[config.mk]
export PLATFORM = sky130hd
export DESIGN_NAME = keyguard_top
export DESIGN_NICKNAME = d
export VERILOG_FILES = /design/src/rtl/keyguard_pkg.sv /design/src/rtl/keyguard_decode.sv /design/src/rtl/keyguard_lockbits.sv /design/src/rtl/keyguard_once.sv /design/src/rtl/keyguard_top.sv
export SDC_FILE = /design/constraint.sdc
export NUM_CORES = 1
export LEC_CHECK = 0
export CAP_MARGIN = 20
export CORE_AREA = 2 2 225 227
export CTS_BUF_LIST = sky130_fd_sc_hd__clkbuf_8
export CTS_CLUSTER_SIZE = 25
export DETAILED_ROUTE_END_ITERATION = 10
export DIE_AREA = 0 0 227 229
export DONT_BUFFER_PORTS = 1
export SLEW_MARGIN = 25
export SYNTH_ARGS = -nofsm -noshare
export SYNTH_HDL_FRONTEND = slang
export SYNTH_SLANG_ARGS = --single-unit
export TNS_END_PERCENT = 20
[constraint.sdc]
create_clock -name clk -period 2.35 [get_ports clk]
set_input_delay 0.235 -clock clk [delete_from_list [all_inputs] [get_ports clk]]
set_output_delay 0.235 -clock clk [all_outputs]
set_load 0.005 [all_outputs]
[src/rtl/keyguard_pkg.sv]
package keyguard_pkg;

    localparam int KG_WORD_W        = 32;
    localparam int KG_NUM_WORDS     = 8;
    localparam int KG_ADDR_W        = 7;
    localparam int KG_CTRL_OFS      = 'h4C;
    localparam int KG_SYM_BLK_BIT   = 0;
    localparam int KG_ASYM_BLK_BIT  = 16;

    typedef enum logic [1:0] {
        RGN_NONE = 2'd0,
        RGN_SYM  = 2'd1,
        RGN_ASYM = 2'd2,
        RGN_CTRL = 2'd3
    } region_e;

    typedef struct packed {
        logic sym;
        logic asym;
    } inhibit_t;

    function automatic logic [KG_WORD_W-1:0] pick_word(
        input logic [KG_NUM_WORDS*KG_WORD_W-1:0] bank,
        input int unsigned                       idx
    );
        return bank[idx*KG_WORD_W +: KG_WORD_W];
    endfunction

endpackage

[src/rtl/keyguard_decode.sv]
module keyguard_decode
    import keyguard_pkg::*;
#(
    parameter int ADDR_W    = KG_ADDR_W,
    parameter int NUM_WORDS = KG_NUM_WORDS,
    parameter int WORD_W    = KG_WORD_W,
    parameter int CTRL_OFS  = KG_CTRL_OFS
) (
    input  logic [ADDR_W-1:0]            addr_i,
    output region_e                      rgn_o,
    output logic [$clog2(NUM_WORDS)-1:0] idx_o
);
    localparam int IDX_W     = $clog2(NUM_WORDS);
    localparam int BANK_SZ   = NUM_WORDS * (WORD_W / 8);
    localparam logic [ADDR_W-1:0] ASYM_LO = ADDR_W'(BANK_SZ);
    localparam logic [ADDR_W-1:0] ASYM_HI = ADDR_W'(2 * BANK_SZ);
    localparam logic [ADDR_W-1:0] CTRL_A  = ADDR_W'(CTRL_OFS);

    always_comb begin
        rgn_o = RGN_NONE;
        if (addr_i[1:0] == 2'b00) begin
            if (addr_i < ASYM_LO)       rgn_o = RGN_SYM;
            else if (addr_i < ASYM_HI)  rgn_o = RGN_ASYM;
            else if (addr_i == CTRL_A)  rgn_o = RGN_CTRL;
        end
    end

    assign idx_o = addr_i[IDX_W+1:2];

endmodule

[src/rtl/keyguard_lockbits.sv]
module keyguard_lockbits
    import keyguard_pkg::*;
(
    input  logic     clk,
    input  logic     rst,
    input  logic     wr_i,
    input  inhibit_t set_i,
    output inhibit_t inh_o
);
    inhibit_t inh_q;

    always_ff @(posedge clk) begin
        if (rst) begin
            inh_q <= '0;
        end else if (wr_i) begin
            inh_q.sym  <= inh_q.sym  | set_i.sym;
            inh_q.asym <= inh_q.asym | set_i.asym;
        end
    end

    assign inh_o = inh_q;

    p_sym_sticky_r6: assert property (@(posedge clk) disable iff (rst)
        inh_q.sym |=> inh_q.sym);
    p_asym_sticky_r6: assert property (@(posedge clk) disable iff (rst)
        inh_q.asym |=> inh_q.asym);
    p_hold_without_write_r6: assert property (@(posedge clk) disable iff (rst)
        !wr_i |=> $stable(inh_q));

endmodule

[src/rtl/keyguard_once.sv]
module keyguard_once #(
    parameter int NUM_WORDS = 8
) (
    input  logic                         clk,
    input  logic                         rst,
    input  logic                         take_i,
    input  logic [$clog2(NUM_WORDS)-1:0] idx_i,
    output logic [NUM_WORDS-1:0]         used_o
);
    logic [NUM_WORDS-1:0] used_q;

    for (genvar g = 0; g < NUM_WORDS; g++) begin : g_word
        always_ff @(posedge clk) begin
            if (rst)
                used_q[g] <= 1'b0;
            else if (take_i && (int'(idx_i) == g))
                used_q[g] <= 1'b1;
        end

        p_used_hold_r4: assert property (@(posedge clk) disable iff (rst)
            used_q[g] |=> used_q[g]);
    end

    assign used_o = used_q;

    p_one_new_per_cycle_r4: assert property (@(posedge clk) disable iff (rst)
        1'b1 |=> $countones(used_q & ~$past(used_q)) <= 1);

endmodule

[src/rtl/keyguard_top.sv]
module keyguard_top
    import keyguard_pkg::*;
#(
    parameter int WORD_W        = KG_WORD_W,
    parameter int NUM_WORDS     = KG_NUM_WORDS,
    parameter int ADDR_W        = KG_ADDR_W,
    parameter int CTRL_OFS      = KG_CTRL_OFS,
    parameter int SYM_BLK_BIT   = KG_SYM_BLK_BIT,
    parameter int ASYM_BLK_BIT  = KG_ASYM_BLK_BIT
) (
    input  logic                        clk,
    input  logic                        rst,
    input  logic                        rd_en,
    input  logic                        wr_en,
    input  logic [ADDR_W-1:0]           addr,
    input  logic [WORD_W-1:0]           wdata,
    output logic [WORD_W-1:0]           rdata,
    input  logic [NUM_WORDS*WORD_W-1:0] sym_key,
    input  logic [NUM_WORDS*WORD_W-1:0] asym_key
);
    localparam int IDX_W = $clog2(NUM_WORDS);

    region_e              rgn;
    logic [IDX_W-1:0]     idx;
    inhibit_t             inh;
    inhibit_t             set_req;
    logic [NUM_WORDS-1:0] used;
    logic [WORD_W-1:0]    rd_nxt;
    logic [WORD_W-1:0]    rdata_q;
    logic                 unused_wdata;

    assign unused_wdata = ^wdata;

    keyguard_decode #(
        .ADDR_W(ADDR_W), .NUM_WORDS(NUM_WORDS), .WORD_W(WORD_W), .CTRL_OFS(CTRL_OFS)
    ) u_decode (
        .addr_i(addr), .rgn_o(rgn), .idx_o(idx)
    );

    assign set_req.sym  = wdata[SYM_BLK_BIT];
    assign set_req.asym = wdata[ASYM_BLK_BIT];

    keyguard_lockbits u_lock (
        .clk(clk), .rst(rst),
        .wr_i(wr_en && rgn == RGN_CTRL),
        .set_i(set_req),
        .inh_o(inh)
    );

    keyguard_once #(.NUM_WORDS(NUM_WORDS)) u_once (
        .clk(clk), .rst(rst),
        .take_i(rd_en && rgn == RGN_ASYM),
        .idx_i(idx),
        .used_o(used)
    );

    always_comb begin
        rd_nxt = '0;
        if (rd_en) begin
            unique case (rgn)
                RGN_SYM:  if (!inh.sym)
                              rd_nxt = sym_key[int'(idx)*WORD_W +: WORD_W];
                RGN_ASYM: if (!inh.asym && !used[idx])
                              rd_nxt = asym_key[int'(idx)*WORD_W +: WORD_W];
                RGN_CTRL: begin
                              rd_nxt[SYM_BLK_BIT]  = inh.sym;
                              rd_nxt[ASYM_BLK_BIT] = inh.asym;
                          end
                default:  rd_nxt = '0;
            endcase
        end
    end

    always_ff @(posedge clk) begin
        if (rst) rdata_q <= '0;
        else     rdata_q <= rd_nxt;
    end

    assign rdata = rdata_q;

    p_idle_zero_r9: assert property (@(posedge clk) disable iff (rst)
        !rd_en |=> rdata == '0);
    p_sym_blocked_r7: assert property (@(posedge clk) disable iff (rst)
        (rd_en && rgn == RGN_SYM && inh.sym) |=> rdata == '0);
    p_asym_blocked_r8: assert property (@(posedge clk) disable iff (rst)
        (rd_en && rgn == RGN_ASYM && inh.asym) |=> rdata == '0);
    p_second_read_zero_r4: assert property (@(posedge clk) disable iff (rst)
        (rd_en && rgn == RGN_ASYM && used[idx]) |=> rdata == '0);
    p_reset_zero_r1: assert property (@(posedge clk)
        rst |=> rdata == '0);

endmodule

* Yosys cells after proc, flatten, opt, wreduce, memory -nomap -nowiden
Index checks and enable logic that the tools add are counted.
W data, S select, Z words.
** Cells by class
- Equality and inequality tests :: 11
- Magnitude comparators :: 3
- Bitwise gates (word level) :: 3
- Shifts and indexed selects :: 2
- Mux-type cells :: 12
- Reductions and logical operators :: 16
** Operator list (number)
- $shiftx A256 B9 Y32 :: 2
- $mux W32 :: 2
- $pmux W15 S2 :: 2
- $eq A3 B3 Y1 const B :: 4
- $logic_and A1 B1 Y1 :: 11
- $mux W2 :: 4
- $eq A7 B7 Y1 const B :: 1
- $lt A7 B6 Y1 const B :: 1
- $lt A7 B7 Y1 const B :: 1
- $eq A3 B2 Y1 const B :: 2
- $pmux W1 S3 :: 2
- $eq A2 B2 Y1 const B :: 2
- $lt A3 B4 Y1 const B :: 1
- $bmux W1 S3 :: 1
- $eq A3 B1 Y1 const B :: 1
- $logic_not A3 Y1 :: 1
- $eq A2 B1 Y1 const B :: 1
- $logic_not A1 Y1 :: 2
- $logic_not A2 Y1 :: 1
- $or A1 B1 Y1 :: 2
- $reduce_or A2 Y1 :: 1
- $mux W1 :: 1
- $not A1 Y1 :: 1
** Word-level totals
- Word-level logic and storage cells :: 58
- Register bits after elaboration :: 42
- Output and inout bits :: 32
- Input port bits :: 555

* Longest topological paths before layout
Gate-level depths: netlist of the first run.
- Word-level depth :: 8
- Mapped depth :: 12
- Gate-level depth less buffers :: 9

* Modules after synthesis
Synthesis of the first run repeated with hierarchy kept, for this count alone.
** Second synthesis, totals
- Cell total of the unflattened synthesis :: 383
- Area, all modules :: 5256.3 um^2
** Modules (own cells, without submodules)
- keyguard_top :: area each 4827.1 um^2, times used 1, sequential area each 640.6 um^2, cells each 337
- keyguard_once :: area each 307.8 um^2, times used 1, sequential area each 160.2 um^2, cells each 32
- keyguard_decode :: area each 63.8 um^2, times used 1, sequential area each 0.0 um^2, cells each 8
- keyguard_lockbits :: area each 57.6 um^2, times used 1, sequential area each 40.0 um^2, cells each 6

* Worst setup path before layout of the first run
Ideal clock, no wire load.
- Kind :: input -> register
- Start :: input port addr[2]
- End :: register rdata_q[10], in the netlist rdata[10]
- Stages :: 10
- Library setup time :: 76 ps
- Path slack :: -147 ps
- Buffers on the path :: 4
- Arrival :: 2421 ps
- Required time :: 2274 ps
- Cells stage by stage :: buf_4 buf_6 buf_6 nand2_1 a2111oi_0 ha_1 nor4_1 o21ai_0 clkbuf_1 o22ai_1
** On the way
- Longest elaborated chain between the ends :: 7
- Elaborated cells between the ends (all ways) :: 18
- Those cells by class :: order compare: 2; eq/ne: 3; shift: 2; mux: 9; reduce/logical: 2
** Ends and longest elaborated chain
- from (decl) :: RTL line keyguard_top.sv:15 : input logic [ADDR_W-1:0] addr,
- branches (longest 6 deep; another with $shiftx A256 B9 Y32)
- $pmux W15 S2 (*) :: RTL line keyguard_top.sv:60 : unique case (rgn)
- to (signal assigned) :: RTL line keyguard_top.sv:76 : else rdata_q <= rd_nxt;
- to (decl) :: RTL line keyguard_top.sv:29 : logic [WORD_W-1:0] rdata_q;
Every way passes the cells marked *. The select of a mux whose other input is x is not followed.
A chain may end at the register's enable or synchronous reset.

* Worst setup path after layout of the first run
- Start :: input port addr[3]
- End :: register rdata_q[27], in the netlist rdata[27]
The elaborated chain is that of the path after synthesis.

==> key figures, run 1 <==
Run status
  – Outcome: completed

Clocking
  – Post-CTS Setup Inserts: 0
  – Clock slew at reported path FFs: 0.13 ns
  – H-tree depth: 2
  – CTS Root Cell: clkbuf_8
  – Clock buffer count from CTS: 5
  – CTS max path bufs: 2
  – CTS tree: yes
  – CTS Sinks: 42
  – Clk_lat worst skew: roughly 0.37 ns

Setup path
  – Crit Reg-Reg Endpoint: rdata[27]$_SDFF_PP0_
  – Required time of the worst setup path: about 2.6 ns
  – R2R setup slack: approximately 0.83 ns
  – Crit Path Class: in2reg
  – Critical R2R Launch: u_once.used_o[6]$_SDFFE_PP0P_
  – CP Launch Type: primary input
  – Crit Path Max Fanout: 103
  – CP endpoint kind: flop
  – Reg2reg path depth: 5
  – WP data arrival: between 2 and 2.5 ns

Hold path
  – Number of cells on the worst hold path: 2
  – WHS Endpoint: rdata[8]$_SDFF_PP0_
  – Worst hold start: addr[3]
  – HP Class: in2reg

Timing
  – Setup_tns: 0 ns
  – Fin. Hold Viols: 0
  – Clock skew: about 0.013 ns
  – Final setup fails: 0
  – Max Freq: between 0.5 and 0.6 GHz
  – Final worst setup slack: 0.368 ns
  – Period minus WS final: about 2.0 ns
  – Unrepaired setup endpoints after global routing: no
  – WHS: approximately 0.09 ns
  – Worst rel slew slack: between 60% and 70%
  – Actual slew at the worst max-slew pin: approximately 0.44 ns
  – Tcrit/Tclk final: a little over four fifths
  – Final Max Tran Viols: 0

Global routing
  – GR Util All Layers: roughly a tenth
  – First-pass GRT wire length: 32900 um
  – Vias in the first global route: approximately 4400
  – Gr ovfl total: 0
  – Antenna violations before repair: 32
  – Pin count of the biggest net entering global routing: around 140

Place
  – Buffers on Ports: 0
  – Post-place instance area: 5870 sq um
  – Pre-CTS WS: 0.0435 ns
  – RD Place Congestion: slightly above 0.9
  – HPWL after detailed placement: between 20000 and 25000 um

Route
  – Vias: 4186
  – DR pass1 iterations: 4
  – WL/cell: 25.1 um
  – Residual DRC: 0
  – DRT antenna net count: 0
  – Via density: about 4.0
  – WL final: roughly 26000 um
  – Drt initial violations: 180

Flow run
  – Max Cap Viol: 0

Yosys
  – Post-Synth Adder-Cell Area: less than 1%
  – Xor and xnor area share after synthesis: 0%
  – EDFF count, synth: 0
  – Cells after Synth: approximately 370
  – Syn nets: 932
  – Post-Syn Area per Cell: 13.9 sq um
  – Number of synthesis warnings: 0
  – Main synth FF type: dfxtp_1
  – Number of synthesized register bits: 42
  – Post-Synth Simple-Gate Area: 2.92%
  – Compound-cell area share of the yosys netlist: between 6 and 7%
  – Async SR Flop Fraction: 0%
  – Largest family of logic cells by synthesized area: multiplexers
  – Multiplexer area fraction after synthesis: 68.5%
  – Seq/Total Area, Yosys: between 10% and 20%
  – Distinct cells, synth: 35
  – Mapped Area: approximately 5200 sq um

Die
  – Die span in y: ~230 um
  – Die area: 52000 sq um
  – Placement Rows: between 80 and 90
  – Die width: 227 um
  – Initial Utilization: approximately a tenth
  – Io pins: 587
  – Core area: between 40000 and 50000 sq um

Power and ir drop
  – Peak supply drop: between 0.15 and 0.2 mV
  – Pwr Total: 1.97 mW
  – Leak: around 1.8 nW
  – Power per standard cell area: around 320 nW/um^2

Finish
  – Seq. cell area: between 800 and 900 sq um
  – Synth-to-layout area growth: 17.3%
  – Design area: slightly above 6000 sq um
  – Fraction of layout cells with a size suffix above 1: a little over two fifths
  – Multi-input combinational cell area: 4110 sq um
  – Fillers: 5657
  – # nets final: around 910
==> how the worst max path moves through the flow <==
stage	start	endpoint	slack [ns]	depth (start not counted)
4_1_cts	addr[3]	rdata[27]$_SDFF_PP0_	0.47	9
3_3_place_gp	addr[3]	rdata[29]$_SDFF_PP0_	0.02	9
5_1_grt	addr[3]	rdata[27]$_SDFF_PP0_	0.32	9
2_1_floorplan	addr[2]	rdata[10]$_SDFF_PP0_	0.07	10
3_5_place_dp	addr[3]	rdata[18]$_SDFF_PP0_	0.04	7
6_report	addr[3]	rdata[27]$_SDFF_PP0_	0.37	7
==> registers in the layout, summed over array words and instances (netlist names) <==
register	count
u_once.used_o	8
u_lock.inh_o	2
rdata	32
==> area by class of cell <==
class | instances | share of cell area, %
Multi-Input combinational cell | 284 | 67.5
Clock buffer | 5 | 1.13
Tap cell | 672 | 13.8
Inverter | 2 | 0.123
Antenna cell | 18 | 0.741
Timing Repair Buffer | 14 | 2.43
Clock inverter | 3 | 0.391
Sequential cell | 42 | 13.8
==> metrics by stage <==
| step | instances | util, % |
|---|---|---|
| floorplan | 373 | - |
| global placement | 1007 | 11.8 |
| detailed placement | 1007 | 11.8 |
| CTS | 1022 | 12.2 |
| global route | 1035 | 12.2 |
| finish | 1040 | 12.2 |
==> synth_stat cells, types with 2 or more instances <==
cell	number	area, sq um
mux4_2	126	2840
mux2i_1	68	681
dfxtp_1	42	841
o22ai_1	30	188
buf_2	14	70.1
clkbuf_1	14	52.6
nor2_1	13	48.8
buf_4	10	75.1
a21oi_1	7	35.0
nor2b_1	5	31.3
buf_1	4	15.0
ha_1	4	50.1
nand2_1	4	15.0
buf_6	3	33.8
mux2_2	3	33.8
a31oi_1	2	12.5
inv_1	2	7.51
nand3_1	2	10.0
nor3b_1	2	15.0
o2111ai_1	2	17.5
o21ai_0	2	10.0
==> critical path, cell delays in order <==
cell and delay, ns:
nor2b_1 0.18, nand2_1 0.10, a2111oi_2 0.50, ha_1 0.33
or3_2 0.47, buf_4 0.23, o22ai_1 0.15
==> cells in the final DEF, fill, tap and decap left out, types with 2 or more instances in the layout <==
master         netlist  final
diode_2              0     18
o2111ai_1            2      2
nand3_1              2      2
nor2_1              13     13
dfxtp_1             42     42
buf_4               10      5
nor2b_1              5      5
nand2_1              4      4
ha_1                 4      4
nor3b_1              2      2
clkbuf_8             0      5
inv_1                2      2
mux2_2               3      3
o22ai_1             30     30
a31oi_1              2      2
dlygate4sd3_1        0      7
mux2i_1             68     68
a21oi_1              7      7
clkinvlp_4           0      2
mux4_2             126    126
buf_12               0      2
==> cell families (layout without fill, tap and decap cells) <==
| family | Yosys count | in the layout |
|---|---|---|
| buffers and inverters | 47 | 24 |
| multiplexers | 197 | 197 |
| AO/OA/AOI/OAI | 52 | 52 |
| flip-flops | 42 | 42 |
| AND/OR/NAND/NOR | 31 | 31 |
| other | 0 | 18 |
| adder cells (fa/ha/maj) | 4 | 4 |
==> routing by layer <==
| layer | vias to the layer above | wire (um) | GRT usage, % |
|---|---|---|---|
| met1 | 2083 | 9170 | 9.76 |
| met4 | 22 | 939 | 4.39 |
| met3 | 61 | 3020 | 4.00 |
| met2 | 405 | 12900 | 16.1 |
| li1 | 1615 | - | - |
| met5 | - | 141 | 0 |
==> power breakdown <==
group	internal (mW)	switching [mW]	total, mW	leakage (nW)
clock	0.215	0.432	0.648	0.0409
sequential	0.714	0.00137	0.715	0.338
combinational	0.436	0.170	0.606	1.44
total	1.37	0.603	1.97	1.82
==> what timing repair did <==
item                                    4_1_cts  5_1_grt
hold buffers                                  7        0
gates resized for setup                       0        0
endpoints found under the setup margin        0        0
hold endpoints to repair                     10        0
Note: power is estimated with default switching activity, not from simulation.
==> inputs of run 2 (changes only) <==
==> constraint.sdc (replaced) <==
create_clock -name clk -period 2 [get_ports clk]
set_input_delay 0.2 -clock clk [delete_from_list [all_inputs] [get_ports clk]]
set_output_delay 0.2 -clock clk [all_outputs]
set_load 0.005 [all_outputs]
==> run 2 against run 1 <==
Against the previous run: setup slack lost 0.22 ns; combinational power grew 22%; sequential cell count is the same; worst hold slack lost 0.034 ns; global-route usage shrank 0.050 points; highest routed layer unchanged; cell count grew 1.1%; critical endpoint is now rdata[3]$_SDFF_PP0_; critical path type unchanged.
==> key figures, run 2 (same netlist as run 1, synthesis figures left out) <==
Run status
  – Outcome: completed

Setup path
  – CP Launch Type: primary input
  – Crit Path Class: in2reg
  – Crit Path Max Fanout: 102 (-0.97%)
  – CP endpoint kind: flop
  – Required time of the worst setup path: 2.27 ns (-0.37 ns)
  – WP data arrival: 2.12 ns (-0.16 ns)

Flow run
  – Max Cap Viol: 0 (unchanged)

Place
  – Post-place instance area: 5990 sq um (+1.9%)
  – RD Place Congestion: 0.948 (+3.3%)
  – HPWL after detailed placement: 21300 um (+0.25%)
  – Buffers on Ports: 0 (unchanged)

Timing
  – Unrepaired setup endpoints after global routing: no
  – Final Max Tran Viols: 0 (unchanged)
  – Worst rel slew slack: 68.5% (-1.5 points)
  – Actual slew at the worst max-slew pin: 0.460 ns (+0.0218 ns)
  – Clock skew: 0.0219 ns (+0.00910 ns)
  – Fin. Hold Viols: 0 (unchanged)
  – Final setup fails: 0 (unchanged)
  – Period minus WS final: about 1.9 ns
  – Setup_tns: 0 ns (unchanged)
  – Tcrit/Tclk final: 92.5%
  – Max Freq: between 0.5 and 0.6 GHz

Clocking
  – CTS Root Cell: clkbuf_8
  – CTS Sinks: 42 (unchanged)
  – CTS max path bufs: 2 (unchanged)
  – Clock slew at reported path FFs: 0.12 ns (about the same)
  – Gates resized, CTS repair: 0 (unchanged)
  – Clk_lat worst skew: 0.36 ns (about the same)
  – H-tree depth: 2 (unchanged)
  – Clock buffer count from CTS: 5 (unchanged)
  – CTS tree: yes

Die
  – Die span in y: 229 um (unchanged)
  – Die area: 52000 sq um (unchanged)
  – Initial Utilization: 10.4% (unchanged)
  – Placement Rows: 82 (unchanged)
  – Core area: 49700 sq um (unchanged)
  – Die width: 227 um (unchanged)
  – Io pins: 587 (unchanged)

Finish
  – Seq. cell area: 841 sq um (unchanged)
  – # nets final: 916 (+0.88%)
  – Commonest non-fill, non-tap cell in the layout: mux4_2
  – Design area: 6250 sq um (+2.7%)
  – Leading cell types in the layout, fill and taps excluded: 126 x mux4_2, 68 x mux2i_1, 42 x dfxtp_1
  – Fillers: 5618 (-0.69%)
  – Max reg flops: 32 (unchanged)
  – Multi-input combinational cell area: 4140 sq um (+0.70%)
  – Synth-to-layout area growth: 20.5%
  – Fraction of layout cells with a size suffix above 1: 43.9% (+1.9 points)

Route
  – WL/cell: 24.8 um (-1.2%)
  – Vias: 4129 (-1.4%)
  – Via density: 3.93 (-2.4%)
  – DR pass1 iterations: 4 (unchanged)
  – Drt initial violations: 188 (+4.4%)
  – WL final: 26100 um (-0.16%)
  – DRT antenna net count: 0 (unchanged)
  – Residual DRC: 0 (unchanged)

Global routing
  – Vias in the first global route: 4509 (+1.6%)
  – Antenna violations before repair: 28 (-13%)
  – Pin count of the biggest net entering global routing: 141 (unchanged)
  – First-pass GRT wire length: 33000 um (+0.34%)
  – Gr ovfl total: 0 (unchanged)
  – GR Util All Layers: 9.30% (-0.050 points)

Power and ir drop
  – Power per standard cell area: 408 nW/um^2 (+26%)
  – Peak supply drop: 0.371 mV (+110%)
  – Leak: 1.91 nW (+5.2%)

Hold path
  – HP Class: in2reg
-- run 2: changes by cell type in the layout (fill, tap and decap cells not counted), sizes merged --
cell / before / now
diode: 18 / 21
clkinvlp: 2 / 0
clkinv: 0 / 1
inv: 3 / 2
bufinv: 0 / 2
buf: 7 / 15
-- run 2: power by group --
part           switching [mW]  leakage (nW)  internal (mW)  total [mW]
logic                   0.216          1.51          0.526       0.742
registers             0.00168         0.338          0.839       0.840
clock network           0.464        0.0685          0.503       0.967
total                   0.682          1.91           1.87        2.55
-- run 2: final timing paths --
| kind | end | depth (start not counted) | slack (ns) | start |
|---|---|---|---|---|
| max | rdata[3]$_SDFF_PP0_ | 10 | 0.15 | addr[3] |
| min | rdata[10]$_SDFF_PP0_ | 2 | 0.06 | addr[4] |
| max reg2reg | rdata[3]$_SDFF_PP0_ | 5 | 0.53 | u_once.used_o[7]$_SDFFE_PP0P_ |
| min reg2reg | u_once.used_o[7]$_SDFFE_PP0P_ | 2 | 0.49 | u_once.used_o[7]$_SDFFE_PP0P_ |
-- run 2: what timing repair did --
| item | CTS | global route |
|---|---|---|
| hold endpoints to repair | 10 | 0 |
| buffers inserted | 0 | 0 |
| hold buffers | 7 | 0 |
-- run 2: routing by layer --
metal  GRT usage [%]  vias up  wire [um]  part of all wire [%]
li1                -     1626          -                     -
met4            5.68       10       1340                   5.1
met1            9.17     2010       8750                    34
met3            3.53       66       2890                    11
met5               0        -         77                  0.30
met2            16.4      417      13000                    50
-- run 2: metrics by stage --
stage,std cells,util [%],setup slack [ns],hold slack [ns],power (mW)
2_1_floorplan,373,-,0.00610,0.360,1.62
3_3_place_gp,1015,12.1,-0.154,0.274,1.60
3_5_place_dp,1015,12.1,-0.180,0.275,1.60
4_1_cts,1030,12.5,0.216,0.00368,2.64
5_1_grt,1046,12.6,0.0350,0.0126,2.69
6_report,1051,12.6,0.149,0.0555,2.55
-- run 2: critical path, cell delays in order --
cell and delay, ns:
nor2b_1 0.27, nand2_4 0.09, nor3b_2 0.20, o21ai_0 0.16
ha_1 0.32, nor4_1 0.23, buf_4 0.16, o21ai_4 0.07
buf_12 0.17, o22ai_1 0.18
-- run 2: area by class of cell --
| cell class | instances | share of cell area (%) |
|---|---|---|
| Clock inverter | 3 | 1.10 |
| Tap cell | 672 | 13.5 |
| Antenna cell | 21 | 0.841 |
| Inverter | 2 | 0.120 |
| Timing Repair Buffer | 22 | 3.73 |
| Clock buffer | 5 | 1.10 |
| Sequential cell | 42 | 13.5 |
| Multi-Input combinational cell | 284 | 66.2 |
